`src/rtl/hdlc_tx_pkg.sv`:
```
package hdlc_tx_pkg;
    typedef enum logic [2:0] {
        ST_IDLE,
        ST_PRE,
        ST_OPEN,
        ST_DATA,
        ST_CLOSE,
        ST_ABORT
    } tx_state_e;
endpackage

```
`src/rtl/hdlc_tx_rep_decode.sv`:
```
module hdlc_tx_rep_decode #(
    parameter int REP_W = 2,
    parameter int CNT_W = (1 << REP_W) - 1
) (
    input  logic [REP_W-1:0] code,
    output logic [CNT_W-1:0] last_copy
);
    // copies = 2**code; the counter holds copies-1
    assign last_copy = CNT_W'((1 << code) - 1);
endmodule

```
`src/rtl/hdlc_tx_ones_track.sv`:
```
module hdlc_tx_ones_track #(
    parameter int RUN_LEN = 5,
    parameter int W       = $clog2(RUN_LEN + 1)
) (
    input  logic [W-1:0] ones_q,
    input  logic         bit_in,
    output logic         stuff_due,
    output logic [W-1:0] ones_next
);
    assign stuff_due = (ones_q == W'(RUN_LEN));
    assign ones_next = bit_in ? ones_q + W'(1) : '0;
endmodule

```
`src/rtl/hdlc_tx_seq.sv`:
```
module hdlc_tx_seq
    import hdlc_tx_pkg::*;
#(
    parameter int BYTE_W    = 8,
    parameter int REP_W     = 2,
    parameter int RUN_LEN   = 5,
    parameter int ABORT_LEN = 7
) (
    input  logic              clk,
    input  logic              rst_n,
    input  logic              bit_en,
    input  logic              fill_flags,
    input  logic              pre_en,
    input  logic [BYTE_W-1:0] pre_pattern,
    input  logic [REP_W-1:0]  pre_rep,
    input  logic [BYTE_W-1:0] pay_data,
    input  logic              pay_valid,
    input  logic              pay_last,
    output logic              pay_ready,
    output logic              tx_bit
);
    localparam int SEL_W  = $clog2(BYTE_W);
    localparam int IDX_W  = SEL_W + 1;
    localparam int AB_W   = $clog2(ABORT_LEN + 1);
    localparam int POS_W  = (IDX_W > AB_W) ? IDX_W : AB_W;
    localparam int CNT_W  = (1 << REP_W) - 1;
    localparam int ONES_W = $clog2(RUN_LEN + 1);
    localparam logic [BYTE_W-1:0] FLAG = {1'b0, {(BYTE_W-2){1'b1}}, 1'b0};

    typedef struct packed {
        tx_state_e         st;
        logic [BYTE_W-1:0] sh;
        logic [BYTE_W-1:0] pat;
        logic [POS_W-1:0]  pos;
        logic [CNT_W-1:0]  rep;
        logic [ONES_W-1:0] ones;
        logic              last;
        logic              tx;
    } seq_t;

    seq_t q, d;
    logic              ready_d;
    logic [SEL_W-1:0]  sel;
    logic              sel_end;
    logic              fetch_slot;
    logic              data_bit;
    logic              stuff_due;
    logic [ONES_W-1:0] ones_next;
    logic [CNT_W-1:0]  rep_last;

    hdlc_tx_rep_decode #(.REP_W(REP_W), .CNT_W(CNT_W)) u_rep (
        .code      (pre_rep),
        .last_copy (rep_last)
    );

    assign sel        = q.pos[SEL_W-1:0];
    assign sel_end    = (sel == SEL_W'(BYTE_W - 1));
    assign fetch_slot = (q.pos == POS_W'(BYTE_W));
    assign data_bit   = fetch_slot ? pay_data[0] : q.sh[sel];

    hdlc_tx_ones_track #(.RUN_LEN(RUN_LEN), .W(ONES_W)) u_ones (
        .ones_q    (q.ones),
        .bit_in    (data_bit),
        .stuff_due (stuff_due),
        .ones_next (ones_next)
    );

    always_comb begin
        d       = q;
        ready_d = 1'b0;
        if (bit_en) begin
            case (q.st)
                ST_IDLE: begin
                    if (pay_valid && (q.pos == '0)) begin
                        d.pat = pre_pattern;
                        d.pos = POS_W'(1);
                        if (pre_en) begin
                            d.st  = ST_PRE;
                            d.tx  = pre_pattern[0];
                            d.rep = rep_last;
                        end else begin
                            d.st = ST_OPEN;
                            d.tx = FLAG[0];
                        end
                    end else if (fill_flags) begin
                        d.tx  = FLAG[sel];
                        d.pos = sel_end ? '0 : q.pos + POS_W'(1);
                    end else begin
                        d.tx  = 1'b1;
                        d.pos = '0;
                    end
                end
                ST_PRE: begin
                    d.tx = q.pat[sel];
                    if (sel_end) begin
                        d.pos = '0;
                        if (q.rep == '0) d.st = ST_OPEN;
                        else             d.rep = q.rep - CNT_W'(1);
                    end else begin
                        d.pos = q.pos + POS_W'(1);
                    end
                end
                ST_OPEN: begin
                    d.tx = FLAG[sel];
                    if (sel_end) begin
                        d.st   = ST_DATA;
                        d.pos  = POS_W'(BYTE_W);
                        d.ones = '0;
                        d.last = 1'b0;
                    end else begin
                        d.pos = q.pos + POS_W'(1);
                    end
                end
                ST_DATA: begin
                    if (stuff_due) begin
                        d.tx   = 1'b0;
                        d.ones = '0;
                    end else if (fetch_slot) begin
                        if (q.last) begin
                            d.st  = ST_CLOSE;
                            d.tx  = FLAG[0];
                            d.pos = POS_W'(1);
                        end else begin
                            ready_d = 1'b1;
                            d.pos   = POS_W'(1);
                            if (pay_valid) begin
                                d.sh   = pay_data;
                                d.tx   = pay_data[0];
                                d.last = pay_last;
                                d.ones = ones_next;
                            end else begin
                                d.st = ST_ABORT;
                                d.tx = 1'b1;
                            end
                        end
                    end else begin
                        d.tx   = q.sh[sel];
                        d.ones = ones_next;
                        d.pos  = q.pos + POS_W'(1);
                    end
                end
                ST_CLOSE: begin
                    d.tx = FLAG[sel];
                    if (sel_end) begin
                        d.st  = ST_IDLE;
                        d.pos = '0;
                    end else begin
                        d.pos = q.pos + POS_W'(1);
                    end
                end
                ST_ABORT: begin
                    d.tx = 1'b1;
                    if (q.pos == POS_W'(ABORT_LEN - 1)) begin
                        d.st  = ST_IDLE;
                        d.pos = '0;
                    end else begin
                        d.pos = q.pos + POS_W'(1);
                    end
                end
                default: d.st = ST_IDLE;
            endcase
        end
    end

    always_ff @(posedge clk or negedge rst_n) begin
        if (!rst_n) begin
            q      <= '0;
            q.st   <= ST_IDLE;
            q.tx   <= 1'b1;
        end else begin
            q <= d;
        end
    end

    assign tx_bit    = q.tx;
    assign pay_ready = ready_d;


    hold_no_strobe_chk: assert property (@(posedge clk) disable iff (!rst_n)
        !bit_en |=> $stable(tx_bit));


    ready_gated_chk: assert property (@(posedge clk) disable iff (!rst_n)
        pay_ready |-> (bit_en && q.st == ST_DATA));


    stuff_zero_chk: assert property (@(posedge clk) disable iff (!rst_n)
        (q.st == ST_DATA && stuff_due && bit_en) |=> !tx_bit);


    abort_ones_chk: assert property (@(posedge clk) disable iff (!rst_n)
        (q.st == ST_ABORT) |-> tx_bit);


    ones_fill_chk: assert property (@(posedge clk) disable iff (!rst_n)
        (q.st == ST_IDLE && !fill_flags && !pay_valid && bit_en) |=> tx_bit);


    cfg_frozen_chk: assert property (@(posedge clk) disable iff (!rst_n)
        (q.st != ST_IDLE) |=> $stable(q.pat));
endmodule

```
`config.mk`:
```
export PLATFORM = sky130hd
export DESIGN_NAME = hdlc_tx_seq
export DESIGN_NICKNAME = d
export VERILOG_FILES = /design/src/rtl/hdlc_tx_pkg.sv /design/src/rtl/hdlc_tx_rep_decode.sv /design/src/rtl/hdlc_tx_ones_track.sv /design/src/rtl/hdlc_tx_seq.sv
export SDC_FILE = /design/constraint.sdc
export NUM_CORES = 1
export LEC_CHECK = 0
export CELL_PAD_IN_SITES_DETAIL_PLACEMENT = 1
export CELL_PAD_IN_SITES_GLOBAL_PLACEMENT = 1
export CORE_UTILIZATION = 53
export DETAILED_ROUTE_END_ITERATION = 12
export DONT_BUFFER_PORTS = 1
export PLACE_DENSITY = 0.94
export SETUP_SLACK_MARGIN = 0.2
export SYNTH_ARGS = -nofsm -noshare
export SYNTH_HDL_FRONTEND = slang
export SYNTH_SLANG_ARGS = --single-unit
```
`constraint.sdc`:
```
create_clock -name clk -period 4.99 [get_ports clk]
set_clock_uncertainty 0.1 [all_clocks]
set_input_delay 0.998 -clock clk [delete_from_list [all_inputs] [get_ports clk]]
set_output_delay 0.998 -clock clk [all_outputs]
set_load 0.005 [all_outputs]
```
==> run metrics <==
status complete, no violations; # diodes 0; Max Root-Sink Buffers 2; Yosys reg bits 31; syn_nets 245; Starting DRT DRC Count 91; EDFF count, synth 0; Power Dens Cells 559 nW/um2; Synth Instances 211; Avg Cell Area, Syn 9.81 um2; synth warn 0; H-tree level count 2; largest net degree at the start of global routing 32; critical path startpoint category flip-flop; Leakage 0.899 nW; initial antenna violation count 0; Net Switching 507 uW; Critical Path Fanout Max 11; gr ovfl total 0; WL final 5060 um; # Post-CTS Setup Buffers 0; async set-reset flop share out of synthesis 1.00; PortBufs 0; Hold Fails Final Rpt 0; FF-to-FF path depth 7; combinational share of power 0.426; GP Congestion 0.890; Int Pwr 695 uW; Final nets 241; critical path class reg2out; Setup TNS 0 ns; DIE AREA 4160 um2; top_reg_cell synth dfrtp_1; Net Sw Frac 0.422; post-route insts no fill 256; Placed Cells 248; GRT Overall Usage 0.273; layout cells sized above 1 0.135; Skew-Pair Late Insertion Delay 0.29 ns; Worst Setup SP q[8]$_DFFE_PN0P_; max-slew violations 0; clock share of power 0.161; most area-consuming cells after synthesis dfrtp_1 36%, ha_1 5.4%, mux2_1 4.9%; post-synth cell types 60; top cell type's share of synthesized area 0.363; placed instance area 2070 um2; Core ar. 3720 um2; Site Rows 22; Routed WL per cell 19.7 um; CTS tree built; final hold slack 0.296 ns; Tcrit/Tclk final 0.641; Area growth syn-to-layout 3.87%; final setup violation count 0; # IOs 27; DRC 0; area leader, netlist dfrtp_1; Die Ht 64.5 um; Sink Count 31; fmax 313 MHz; Worst EP arrival 2.10 ns; number of global-route vias before repair 1731; CTS Hold Bufs 0; maxcap violations 0; vias per inst 6.42; initial core utilization 0.557; total number of vias 1643; Die X 64.5 um; Period minus WS final 3.20 ns; element type at the critical path end output port; hold crit path type in2async; Worst slew margin 0.497; Critical R2R Launch q[8]$_DFFE_PN0P_; register area share after synthesis 0.375; R2R setup slack 2.41 ns; first-pass GRT wire length 8560 um; Reg power frac 0.413; mapped cell area 2070 um2; CTS root buf clkbuf_8; Final Cell Area 2150 um2; cts repair resizes 0; Num CTS Buffers 5; dpl hpwl 3720 um; Detail Route Antenna Nets 0; VDD IR max 0.000296 V; Worst-path clk slew 0.07 ns; filler cell count in the final layout 430; unrepaired setup endpoints after global routing false; Req. time, crit path 3.89 ns; Worst-Margin Slew 0.755 ns; drt pass-1 iters 6
per-layer routing:
layer | share of wire | GRT usage
met5 | 0 | 0
met4 | 0.037 | 0.125
met3 | 0.040 | 0.0493
met2 | 0.50 | 0.458
met1 | 0.42 | 0.342
cells in the mapped netlist (5+ instances only):
cell,n
nand2b_1,5
nor2_1,10
a21oi_1,15
a211oi_1,5
dfrtp_1,30
ha_1,9
mux2_1,9
mux2_2,8
buf_2,7
inv_1,9
nand3_1,11
o21ai_0,8
nand2_1,19
path summary, 6_finish.rpt:
kind | endpoint
setup / recovery | pay_ready
hold / removal | q[28]$_DFFE_PN0P_
setup reg to reg | q[9]$_DFFE_PN0P_
hold reg to reg | q[25]$_DFFE_PN0P_
max in group asynchronous | tx_bit$_DFFE_PN1P_
min in group clk | q[25]$_DFFE_PN0P_
sequential cells by signal (all words and copies together) (netlist names):
name	cells
tx_bit	1
q	30
cell families after synthesis:
family	Yosys count	synth area share
buffers and inverters	20	0.0477
AO/OA/AOI/OAI	57	0.185
adder cells (fa/ha/maj)	9	0.0544
AND/OR/NAND/NOR	70	0.190
flip-flops	31	0.375
XOR/XNOR	1	0.00423
multiplexers	23	0.143
worst max-delay path: stages (launching register included):
cell     delay [ns]
dfrtp_1        0.52
inv_1          0.17
ha_1           0.26
and3b_1        0.34
nand3_1        0.16
nor2_1         0.19
and2_1         0.17
area by class of cell:
type                            instances  area, um2  share of cell area
Multi-Input combinational cell        160       1190               0.556
Sequential cell                        31        777               0.361
Clock buffer                            6       72.6              0.0337
Tap cell                               48       60.1              0.0279
Inverter                                9       33.8              0.0157
Clock inverter                          2       12.5             0.00582
through the flow:
stage | util | total power [mW] | setup WS, ns
after floorplan | - | 0.897 | 2.37
after global routing | 0.579 | 1.29 | 1.68
after global placement | 0.556 | 0.961 | 2.26
after CTS | 0.579 | 1.20 | 1.81
after detailed placement | 0.556 | 1.00 | 2.15
final | 0.579 | 1.20 | 1.79
power by group through the flow:
stage / clock [mW] / sequential, mW / combinational, mW
floorplan: 0 / 0.398 / 0.499
global route: 0.207 / 0.516 / 0.569
global placement: 0 / 0.487 / 0.473
detailed placement: 0 / 0.500 / 0.500
CTS: 0.196 / 0.495 / 0.509
finish: 0.194 / 0.496 / 0.512
cell usage in the layout (no fill, tap or decap), drive strengths merged, types with 3 or more instances in the layout:
cell type | Yosys | final
dfrtp | 30 | 30
nand2 | 19 | 19
mux2 | 17 | 17
a21oi | 16 | 16
nand3 | 12 | 12
o21ai | 12 | 12
nor2 | 10 | 10
inv | 9 | 9
ha | 9 | 9
nand2b | 6 | 6
clkbuf | 1 | 6
a211oi | 5 | 5
mux2i | 3 | 3
a31oi | 3 | 3
and2 | 3 | 3
mux4 | 3 | 3
o31ai | 3 | 3
nor3 | 3 | 3
Power figures use the tool's default switching activity.
